==> config.mk <==
export PLATFORM = sky130hd
export DESIGN_NAME = pwm_lowwidth_timer
export DESIGN_NICKNAME = d
export VERILOG_FILES = /design/src/rtl/pwm_lw_pkg.sv /design/src/rtl/pwm_lw_prescaler.sv /design/src/rtl/pwm_lw_core.sv /design/src/rtl/pwm_lw_regs.sv /design/src/rtl/pwm_lowwidth_timer.sv
export SDC_FILE = /design/constraint.sdc
export NUM_CORES = 1
export LEC_CHECK = 0
export BUFFER_PORTS_ARGS = -buffer_cell sky130_fd_sc_hd__buf_4
export CORE_MARGIN = 4
export CORE_UTILIZATION = 50
export CTS_CLUSTER_SIZE = 25
export DETAILED_ROUTE_END_ITERATION = 16
export PLACE_DENSITY = 0.82
export SYNTH_ARGS = -nofsm -noshare
export SYNTH_HDL_FRONTEND = slang
export SYNTH_SLANG_ARGS = --single-unit
==> constraint.sdc <==
create_clock -name clk -period 3.8 [get_ports clk]
set_clock_uncertainty 0.2 [all_clocks]
set_input_delay 0.57 -clock clk [delete_from_list [all_inputs] [get_ports clk]]
set_output_delay 0.57 -clock clk [all_outputs]
set_load 0.05 [all_outputs]
==> src/rtl/pwm_lw_pkg.sv <==
package pwm_lw_pkg;

    localparam int CNT_W  = 24;
    localparam int PS_W   = 2;
    localparam int PRE_W  = 11;
    localparam int ADDR_W = 8;
    localparam int DATA_W = 32;
    localparam int DIV_SHIFT = 4;

    localparam logic [ADDR_W-1:0] OFS_CTRL = 8'h00;
    localparam logic [ADDR_W-1:0] OFS_PER  = 8'h04;
    localparam logic [ADDR_W-1:0] OFS_LOW  = 8'h08;
    localparam logic [ADDR_W-1:0] OFS_CNT  = 8'h0C;
    localparam logic [ADDR_W-1:0] OFS_STS  = 8'h10;
    localparam logic [ADDR_W-1:0] OFS_MSK  = 8'h14;

    localparam int BIT_RUN   = 1;
    localparam int BIT_MODE  = 2;
    localparam int BIT_POL   = 3;
    localparam int BIT_PS_LO = 16;

    typedef struct packed {
        logic [PS_W-1:0] ps;
        logic            pol;
        logic            mode;
        logic            run;
    } ctrl_t;

    typedef struct packed {
        logic wrap;
        logic fall;
        logic rise;
    } evt_t;

    // Terminal value of the prescaler: steps of 2^4, top code capped at 2^PRE_W.
    function automatic logic [PRE_W-1:0] div_limit(input logic [PS_W-1:0] code);
        logic [PRE_W:0] d;
        if (code == {PS_W{1'b1}})
            d = {1'b1, {PRE_W{1'b0}}};
        else
            d = {{PRE_W{1'b0}}, 1'b1} << (DIV_SHIFT * int'(code));
        d = d - {{PRE_W{1'b0}}, 1'b1};
        return d[PRE_W-1:0];
    endfunction

    function automatic logic [DATA_W-1:0] ctrl_word(input ctrl_t c);
        logic [DATA_W-1:0] w;
        w = '0;
        w[BIT_RUN]  = c.run;
        w[BIT_MODE] = c.mode;
        w[BIT_POL]  = c.pol;
        w[BIT_PS_LO +: PS_W] = c.ps;
        return w;
    endfunction

endpackage

==> src/rtl/pwm_lw_prescaler.sv <==
module pwm_lw_prescaler
    import pwm_lw_pkg::*;
(
    input  logic            clk,
    input  logic            rst,
    input  logic            run,
    input  logic [PS_W-1:0] ps,
    output logic            tick
);
    logic [PRE_W-1:0] pre_q;
    logic [PRE_W-1:0] lim;

    assign lim  = div_limit(ps);
    assign tick = run && (pre_q == lim);

    always_ff @(posedge clk) begin
        if (rst || !run)
            pre_q <= '0;
        else if (tick)
            pre_q <= '0;
        else
            pre_q <= pre_q + 1'b1;
    end
endmodule

==> src/rtl/pwm_lw_core.sv <==
module pwm_lw_core
    import pwm_lw_pkg::*;
#(
    parameter int CW = CNT_W
)(
    input  logic          clk,
    input  logic          rst,
    input  logic          run,
    input  logic          pol,
    input  logic          tick,
    input  logic [CW-1:0] period,
    input  logic [CW-1:0] low_width,
    output logic [CW-1:0] cnt,
    output logic          pwm,
    output evt_t          evt
);
    logic [CW-1:0] cnt_q;
    logic [CW-1:0] act_low_q;
    logic          pwm_d_q;
    logic          period_end;
    logic          first_phase;

    assign period_end = run && tick && (cnt_q == period);

    // Shadow low width tracks the register while stopped, then only at wrap.
    always_ff @(posedge clk) begin
        if (rst) begin
            cnt_q     <= '0;
            act_low_q <= '0;
        end else if (!run) begin
            cnt_q     <= '0;
            act_low_q <= low_width;
        end else if (tick) begin
            if (period_end) begin
                cnt_q     <= '0;
                act_low_q <= low_width;
            end else begin
                cnt_q <= cnt_q + 1'b1;
            end
        end
    end

    assign first_phase = (cnt_q < act_low_q);
    assign pwm = run & (first_phase ? pol : ~pol);
    assign cnt = cnt_q;

    always_ff @(posedge clk) begin
        if (rst)
            pwm_d_q <= 1'b0;
        else
            pwm_d_q <= pwm;
    end

    assign evt.rise = pwm & ~pwm_d_q;
    assign evt.fall = ~pwm & pwm_d_q;
    assign evt.wrap = period_end;
endmodule

==> src/rtl/pwm_lw_regs.sv <==
module pwm_lw_regs
    import pwm_lw_pkg::*;
#(
    parameter int CW = CNT_W
)(
    input  logic              clk,
    input  logic              rst,
    input  logic              wr_en,
    input  logic [ADDR_W-1:0] addr,
    input  logic [DATA_W-1:0] wdata,
    input  logic [CW-1:0]     cnt,
    input  evt_t              evt,
    output logic [DATA_W-1:0] rdata,
    output ctrl_t             ctrl,
    output logic [CW-1:0]     period,
    output logic [CW-1:0]     low_width,
    output evt_t              sts,
    output evt_t              mask
);
    localparam int PAD_W = DATA_W - CW;
    localparam int EV_W  = $bits(evt_t);

    ctrl_t         ctrl_q;
    logic [CW-1:0] per_q;
    logic [CW-1:0] low_q;
    evt_t          sts_q;
    evt_t          msk_q;
    evt_t          clr;
    logic          unused_hi;

    assign unused_hi = ^wdata[DATA_W-1:CW];

    assign clr = (wr_en && addr == OFS_STS) ? evt_t'(wdata[EV_W-1:0]) : evt_t'('0);

    always_ff @(posedge clk) begin
        if (rst) begin
            ctrl_q <= '0;
            per_q  <= '0;
            low_q  <= '0;
            sts_q  <= '0;
            msk_q  <= '0;
        end else begin
            // New events win over a simultaneous clear.
            sts_q <= (sts_q & ~clr) | evt;
            if (wr_en) begin
                case (addr)
                    OFS_CTRL: begin
                        ctrl_q.run  <= wdata[BIT_RUN];
                        ctrl_q.mode <= wdata[BIT_MODE];
                        ctrl_q.pol  <= wdata[BIT_POL];
                        ctrl_q.ps   <= wdata[BIT_PS_LO +: PS_W];
                    end
                    OFS_PER: if (!ctrl_q.run) per_q <= wdata[CW-1:0];
                    OFS_LOW: low_q <= wdata[CW-1:0];
                    OFS_MSK: msk_q <= evt_t'(wdata[EV_W-1:0]);
                    default: ;
                endcase
            end
        end
    end

    always_comb begin
        case (addr)
            OFS_CTRL: rdata = ctrl_word(ctrl_q);
            OFS_PER:  rdata = {{PAD_W{1'b0}}, per_q};
            OFS_LOW:  rdata = {{PAD_W{1'b0}}, low_q};
            OFS_CNT:  rdata = {{PAD_W{1'b0}}, cnt};
            OFS_STS:  rdata = {{(DATA_W-EV_W){1'b0}}, sts_q};
            OFS_MSK:  rdata = {{(DATA_W-EV_W){1'b0}}, msk_q};
            default:  rdata = '0;
        endcase
    end

    assign ctrl      = ctrl_q;
    assign period    = per_q;
    assign low_width = low_q;
    assign sts       = sts_q;
    assign mask      = msk_q;
endmodule

==> src/rtl/pwm_lowwidth_timer.sv <==
module pwm_lowwidth_timer
    import pwm_lw_pkg::*;
#(
    parameter int CW = CNT_W
)(
    input  logic              clk,
    input  logic              rst,
    input  logic              wr_en,
    input  logic [ADDR_W-1:0] addr,
    input  logic [DATA_W-1:0] wdata,
    output logic [DATA_W-1:0] rdata,
    output logic              pwm_out,
    output logic              irq
);
    ctrl_t         ctrl;
    logic [CW-1:0] period;
    logic [CW-1:0] low_width;
    logic [CW-1:0] cnt;
    evt_t          evt;
    evt_t          sts;
    evt_t          mask;
    logic          tick;
    logic          run;
    logic [2:0]    sts_v;
    logic [2:0]    mask_v;

    assign run    = ctrl.run;
    assign sts_v  = sts;
    assign mask_v = mask;

    pwm_lw_regs #(.CW(CW)) u_regs (
        .clk(clk), .rst(rst), .wr_en(wr_en), .addr(addr), .wdata(wdata),
        .cnt(cnt), .evt(evt), .rdata(rdata), .ctrl(ctrl), .period(period),
        .low_width(low_width), .sts(sts), .mask(mask)
    );

    pwm_lw_prescaler u_pre (
        .clk(clk), .rst(rst), .run(run), .ps(ctrl.ps), .tick(tick)
    );

    pwm_lw_core #(.CW(CW)) u_core (
        .clk(clk), .rst(rst), .run(run), .pol(ctrl.pol), .tick(tick),
        .period(period), .low_width(low_width), .cnt(cnt), .pwm(pwm_out),
        .evt(evt)
    );

    assign irq = |(sts_v & mask_v);
endmodule

# == Word-level counts from Yosys, hierarchy flattened ==
# Index checks and enable logic that the tools add are counted.
# W data, S select, Z words.
# word_totals
word_cells,65
out_inout_bits,34
reg_bits,119
in_bits,43
# classes
n_reduce_logical,15
n_addsub,3
mux,8
shift,1
n_bitwise,11
n_lt_le_gt_ge,1
eq_ne,10
# op_table
op,n
$pmux W24 S6,1
$mux W24,4
$add A24 B1 Y24 const B,1
$eq A24 B24 Y1,1
$lt A24 B24 Y1,1
$eq A8 B4 Y1 const B,2
$eq A8 B5 Y1 const B,2
$add A11 B1 Y11 const B,1
$eq A11 B11 Y1,1
$mux W11,1
$shl A1 B4 Y11 const A,1
$sub A11 B1 Y11 const B,1
$eq A8 B3 Y1 const B,1
$logic_not A8 Y1,1
$reduce_and A2 Y1,4
$and A3 B3 Y3,2
$logic_and A1 B1 Y1,4
$ne A2 B1 Y1 const B,2
$not A1 Y1,4
$reduce_or A2 Y1,2
$and A1 B1 Y1,3
$mux W3,1
$not A3 Y3,1
$or A3 B3 Y3,1
6 further kinds,6

# == Longest topological paths before layout ==
# Gate-level depths: netlist of run 1.
# logic_depth
word_depth,10
mapped_depth,10
mapped_depth_nobuf,8

# == Modules after synthesis ==
# From an unflattened synthesis of run 1, not the netlist that was laid out.
# hier_totals
hier_cells,711
area_unflattened_um2,6580.1
# by_module_without_submodules
module,n_inst,cells_per_inst,seq_area_each_um2,area_each_um2
pwm_lw_regs,1,326,1181.1,3201.8
pwm_lw_core,1,319,980.9,2777.7
pwm_lw_prescaler,1,64,220.2,586.8
pwm_lowwidth_timer,1,2,0.0,13.8

# == Least setup slack after synthesis of run 1 ==
# OpenSTA, ideal clock, no wires.
# synth_path
path_kind,input to output
startpoint,input port addr[4]
endpoint,output port rdata[0]
t_required_ps,3030
slack_ps,907
n_path_buf,1
stages,6
arrival_time_ps,2123
path_cell_list,nor4_1 -> nand3_1 -> nor2_1 -> clkbuf_1 -> a22oi_1 -> nand3_1
# synth_between
elab_chain_len,2
elab_cells_between_ends,7
classes_between,5 x eq/ne; 1 x mux; 1 x reduce/logical
# synth_rtl
element,line_no,text
start: declaration,pwm_lowwidth_timer.sv:9,"input logic [ADDR_W-1:0] addr,"
$eq A8 B5 Y1 (tied with other cells),pwm_lw_regs.sv:63,case (addr)
$pmux W24 S6 *,pwm_lw_regs.sv:63,
end: declaration,pwm_lowwidth_timer.sv:11,"output logic [DATA_W-1:0] rdata,"
# Mark *: on every way between the ends. The rest lies on a longest branch, timed or not.

# == Worst setup path in the final report of run 1 ==
# layout_path
startpoint,register u_core.cnt_q[17] (netlist: u_core.cnt[17])
endpoint,output port pwm_out
# layout_between
elab_chain_len,3
# layout_rtl
element,line_no,text
start: declaration,pwm_lw_core.sv:17,logic [CW-1:0] cnt_q;
start signal: assignment,pwm_lw_core.sv:38,cnt_q <= cnt_q + 1'b1;
$lt A24 B24 Y1,pwm_lw_core.sv:43,assign first_phase = (cnt_q < act_low_q);
$mux W1,pwm_lw_core.sv:44,assign pwm = run & (first_phase ? pol : ~pol);
$and A1 B1 Y1,pwm_lw_core.sv:44,
end: declaration,pwm_lowwidth_timer.sv:12,"output logic pwm_out,"
# No other way between the ends.

==> results.yml, run 1 <==
grt:
  antenna_found_initial: 0
  grtUsageMet1_pct: 30.3
  grt_max_degree: 82
  grt_pass1_vias: 5240
  grtUsageMet3_pct: 5.41
  gr-total-overflow: 0
  grt_pass1_wl_um: 25800
  top_usage_layer: "met2"
  grt_use_met2_pct: 35.7
  track_usage_pct: 22.8
synth:
  synth_edf_count: 0
  synth_flop_cell: "dfxtp_1"
  synth_top_area_share_pct: 39.0
  async_reset_ff_share_pct: 0
  yosysSeqAreaShare_pct: 39.0
  netlist-cell-type-count: 48
  syn_inst: 759
  syn_area_per_cell_um2: 8.04
  synth_warnings: 0
  synth.cell_area_um2: 6100
  synth-seq-cells: 119
  yosys-top-cells-area: "dfxtp_1, nand2_1, a21oi_1"
  ys_top_cells_by_count: "nand2_1, dfxtp_1, nor2_1"
  synth.largest_area_cell: "dfxtp_1"
  synth.most_common_cell: "nand2_1"
placement:
  gp_congestion: 0.841
  dp_hpwl_um: 10600
  place_area_um2: 6620
  port_buffers: 60
layout:
  final_util_pct: 60.3
  design_area_um2: 7220
  areaGrowthSynthToFinish_pct: 18.3
  nets: 878
  n_antenna_cell: 0
  drive_above_1_share_pct: 13.4
clock_network:
  cts.sink_count: 119
  h-tree-depth: 4
  clock_latency_ns: 0.41
  cts_tree: "built"
  cts_buffer_depth: 2
  cts_resized: 0
  clk_pin_slew_ns: 0.05
  cts_buffers: 17
  ctsHoldBuffers: 0
  cts_root_buf: "clkbuf_16"
  post_cts_buffers: 0
timing:
  period_minus_slack_ns: 3.43
  fmax_mhz: 291
  finalHoldViolations: 0
  setup_tns_ns: 0
  finalMaxSlewViolations: 0
  setup_viol: 0
  period_share_pct: 90.3
  fin_hold_ws_ns: 0.208
  grt_setup_unrepaired: "no"
  tightestPinTransition_ns: 0.858
  slew_headroom_pct: 42.8
drt:
  first_iter_violations: 667
  drt-pass1-iter-count: 8
  drc: 0
  drtAntennaViolNets: 0
  wl_um: 15600
  vias_per_cell: 5.67
  wire_per_inst_um: 16.1
  via_count: 5494
worst_setup_path:
  crit_path_end_kind: "output port"
  worstPathRequired_ns: 3.03
  path_cells: "ha_1, a21oi_1, o21ai_0, a221oi_1, and3_1, o21ai_0, nand2_1, buf_4"
  cp_num_buf_inv: 1
  cp_slowest_cell: "a221oi_1"
  arrival_ns: 2.66
  cp-start-kind: "flip-flop"
  crit_path_max_incr_delay_ns: 0.54
  worstPathMaxFanout: 7
  crit_type: "reg2out"
  crit_family: "compound AO/OA/AOI/OAI gates"
  cp_common_cell: "o21ai_0"
floorplanning:
  die_area_um2: 14000
  start_util_pct: 51.0
  coreArea_um2: 12000
  die_w_um: 118
  io_pins: 77
  die_y_um: 118
  num_rows: 40
run_status:
  status: "finished, final reports clean"
flow_run:
  cap_violations: 0
pwr:
  p_leak_nw: 3.11
  pwr-share-clk_pct: 54.5
  comb_power_share_pct: 2.8
  power_frac_seq_pct: 42.7
  peakVddDrop_v: 0.000262
  intPower_w: 0.00233
  switchingPower_w: 0.000603
  swShare_pct: 20.6
  powerDensity_nw_per_um2: 406
worst_hold_path:
  hold_path.class: "in2reg"
-- stage by stage --
step / setup WS [ns] / cells / power, W
after global placement: 0.697 / 937 / 0.00136
after floorplan: 0.907 / 766 / 0.00132
after CTS: 0.366 / 969 / 0.00295
final: 0.368 / 969 / 0.00293
after detailed placement: 0.622 / 937 / 0.00136
after global routing: 0.183 / 969 / 0.00301
-- registers in the layout, summed over array words and instances (netlist names) --
| name | count |
|---|---|
| u_regs.low_width | 24 |
| u_regs.period | 24 |
| u_core.cnt | 24 |
| u_pre.pre_q | 11 |
| u_regs.sts | 3 |
| u_core.pwm_d_q | 1 |
| u_regs.mask | 3 |
| u_regs.ctrl | 5 |
| u_core.act_low_q | 24 |
-- layout make-up --
type	count	area [µm²]
repair buffers	74	556
inverters	55	206
well taps	147	184
clock inverters	7	91.3
fillers	1057	4740
flip-flops and latches	119	2380
clock buffers	25	505
multi-input cells	542	3290
-- worst paths after layout --
kind / slack [ns] / endpoint / cells after the start / start
worst max-delay path: 0.37 / pwm_out / 8 / u_core.cnt[17]$_SDFFE_PP0P_
worst max register to register: 0.59 / u_core.act_low_q[0]$_SDFFE_PP0P_ / 9 / u_regs.ctrl[3]$_SDFFE_PP0P_
worst min register to register: 0.26 / u_regs.ctrl[1]$_SDFFE_PP0P_ / 2 / u_regs.ctrl[1]$_SDFFE_PP0P_
worst min-delay path: 0.21 / u_regs.period[7]$_SDFFE_PP0P_ / 3 / wdata[7]
-- worst reg2reg max path: cells and delay by family (launching register included) --
kind	cells	cell delay, ns
muxes	1	0.24
and+or+nand+nor	4	1.00
buffers and inverters	1	0.31
adders and majority gates	1	0.23
DFF	1	0.37
AOI/OAI and AO/OA	2	0.73
-- layer usage --
metal	wire [µm]	up-vias
met3	1210	43
met4	470	0
met1	6650	2541
li1	-	2684
met2	7260	226
met5	0	-
-- power by group through the flow --
| stage | combinational (W) | clock [W] | sequential, W |
|---|---|---|---|
| 3_3_place_gp | 0.0000799 | 0 | 0.00128 |
| 5_1_grt | 0.0000872 | 0.00167 | 0.00125 |
| 3_5_place_dp | 0.0000803 | 0 | 0.00128 |
| 6_report | 0.0000809 | 0.00160 | 0.00125 |
| 2_1_floorplan | 0.0000460 | 0 | 0.00128 |
| 4_1_cts | 0.0000807 | 0.00161 | 0.00125 |
-- cells in the final DEF, fill, tap and decap left out, types with 2 or more instances in the layout --
master,synthesis,layout
a21oi_1,67,67
nand2_1,134,134
nor3b_1,3,3
a222oi_1,22,22
xor2_1,32,32
clkinv_2,0,3
nand4_1,11,11
nand3_1,31,31
mux2i_1,26,26
o21ai_0,5,5
nor3_1,18,18
conb_1,1,8
inv_1,55,55
dfxtp_1,119,119
nor4_1,12,12
xnor2_1,25,25
and4_1,4,4
buf_4,8,74
nand2b_1,2,2
clkbuf_8,0,5
bufinv_16,0,2
clkbuf_1,34,3
nor2_1,76,75
and3_1,9,9
a22oi_1,8,8
ha_1,26,26
clkbuf_16,0,17
-- cell families (layout without fill, tap and decap cells) --
kind of cell	after synthesis	after routing	synth area share [%]
muxes	26	26	4.27
AOI/OAI and AO/OA	117	117	13.0
DFF	119	119	39.0
other	1	8	0.0615
adders and majority gates	26	26	5.33
and+or+nand+nor	308	308	22.6
buffers and inverters	105	161	7.44
xor gates and xnor gates	57	57	8.18
(Power assumes the default switching activity.)
==> run 2: changes to the inputs <==
clock period = 3.9 ns   (was 3.8 ns; I/O delays follow)
==> results.yml, run 2 (same netlist as run 1, synthesis figures left out) <==
grt:
  top_usage_layer: "met2"
  grtUsageMet1_pct: 30.7
  antenna_found_initial: 0
  track_usage_pct: 23.3
  grt_pass1_wl_um: 26200
  grtUsageMet3_pct: 6.99
  grt_max_degree: 82
  gr-total-overflow: 0
  grt_use_met2_pct: 35.5
  grt_pass1_vias: 5223
pwr:
  intPower_w: 0.00229
  power_frac_seq_pct: 42.0
  p_leak_nw: 3.11
  switchingPower_w: 0.000607
  pwr-share-clk_pct: 55.2
  comb_power_share_pct: 2.7
  peakVddDrop_v: 0.000306
  swShare_pct: 20.9
  powerDensity_nw_per_um2: 401
clock_network:
  cts_root_buf: "clkbuf_16"
  post_cts_buffers: 0
  h-tree-depth: 4
  clock_latency_ns: 0.43
  clk_pin_slew_ns: 0.05
  cts_tree: "built"
  cts_buffer_depth: 2
  cts_resized: 0
  ctsHoldBuffers: 0
  cts.sink_count: 119
  cts_buffers: 17
floorplanning:
  io_pins: 77
  die_area_um2: 14000
  coreArea_um2: 12000
  die_y_um: 118
  num_rows: 40
  start_util_pct: 51.0
  die_w_um: 118
worst_setup_path:
  startpoint: "u_core.cnt[17]$_SDFFE_PP0P_"
  worstPathMaxFanout: 7
  crit_type: "reg2out"
  crit_path_end_kind: "output port"
  cp_slowest_cell: "a221oi_1"
  path_cells: "ha_1, a21oi_1, o21ai_0, a221oi_1, and3_1, o21ai_0, nand2_1, buf_4"
  cp-start-kind: "flip-flop"
  arrival_ns: 2.74
  timing.rr.start: "u_regs.ctrl[4]$_SDFFE_PP0P_"
  worstPathRequired_ns: 3.12
  cp_common_cell: "o21ai_0"
  crit_path_max_incr_delay_ns: 0.57
timing:
  setup_viol: 0
  slew_headroom_pct: 42.3
  finalMaxSlewViolations: 0
  setup_tns_ns: 0
  finalHoldViolations: 0
  period_share_pct: 90.5
  period_minus_slack_ns: 3.53
  fmax_mhz: 283
  grt_setup_unrepaired: "no"
  tightestPinTransition_ns: 0.865
worst_hold_path:
  hold_path.class: "in2reg"
  min_from: "wdata[9]"
flow_run:
  cap_violations: 0
drt:
  drtAntennaViolNets: 0
  via_count: 5536
  wire_per_inst_um: 16.7
  first_iter_violations: 727
  drt-pass1-iter-count: 10
  wl_um: 16100
  drc: 0
  vias_per_cell: 5.72
layout:
  final_util_pct: 60.4
  nets: 877
  final_common_cell: "nand2_1"
  drive_above_1_share_pct: 13.3
  n_antenna_cell: 0
  areaGrowthSynthToFinish_pct: 18.5
  most-common-layout-cells: "nand2_1, dfxtp_1, nor2_1, buf_4, a21oi_1"
placement:
  gp_congestion: 0.876
  port_buffers: 60
  dp_hpwl_um: 10600
run_status:
  status: "finished, final reports clean"
==> run 2: cell count changes in the layout (fill, tap and decap cells not counted) <==
cell / before / now
buf_12: 0 / 1
bufinv_16: 2 / 3
clkinv_2: 3 / 5
clkbuf_8: 5 / 3
buf_4: 74 / 72
clkinv_4: 1 / 0
==> run 2: worst paths after layout <==
kind | depth (start not counted) | slack, ns | end
setup / recovery | 8 | 0.37 | pwm_out
hold / removal | 3 | 0.21 | u_regs.low_width[9]$_SDFFE_PP0P_
setup reg to reg | 9 | 0.69 | u_core.act_low_q[14]$_SDFFE_PP0P_
hold reg to reg | 2 | 0.27 | u_regs.low_width[6]$_SDFFE_PP0P_
==> run 2: power by group through the flow <==
stage / clock, W / sequential, W / combinational [W]
floorplan: 0 / 0.00124 / 0.0000449
global placement: 0 / 0.00124 / 0.0000785
detailed placement: 0 / 0.00124 / 0.0000791
CTS: 0.00161 / 0.00122 / 0.0000792
global route: 0.00166 / 0.00122 / 0.0000853
finish: 0.00160 / 0.00122 / 0.0000796
==> run 2: metal layers <==
layer	routed length (µm)	share of wire [%]	vias to the layer above
met5	0	0	-
met4	462	2.9	0
met3	1320	8.2	40
met2	7490	46	237
met1	6850	42	2584
li1	-	-	2675
==> run 2: through the flow <==
| stage | total power (W) | hold WS (ns) | area [µm²] | worst slack (ns) | cells |
|---|---|---|---|---|---|
| floorplan | 0.00129 | 0.220 | 6130 | 0.977 | 766 |
| global placement | 0.00132 | 0.243 | 6630 | 0.814 | 936 |
| detailed placement | 0.00132 | 0.237 | 6630 | 0.763 | 936 |
| CTS | 0.00290 | 0.208 | 7230 | 0.403 | 968 |
| global route | 0.00297 | 0.210 | 7230 | 0.166 | 968 |
| finish | 0.00290 | 0.213 | 7230 | 0.370 | 968 |
==> run 2: worst max-delay path: cells and delay by family, from the launching register on <==
family | cells | cell delay [ns]
simple gates | 2 | 0.37
flops | 1 | 0.51
compound gates | 4 | 0.92
buf+inv | 1 | 0.20
fa+ha+maj | 1 | 0.31
==> run 2: final cells by class <==
cell class              instances  area (µm²)
well taps                     147         184
fillers                      1028        4730
repair buffers                 73         561
inverters                      55         206
clock inverters                 9         123
multi-input cells             542        3290
flip-flops and latches        119        2380
clock buffers                  23         478
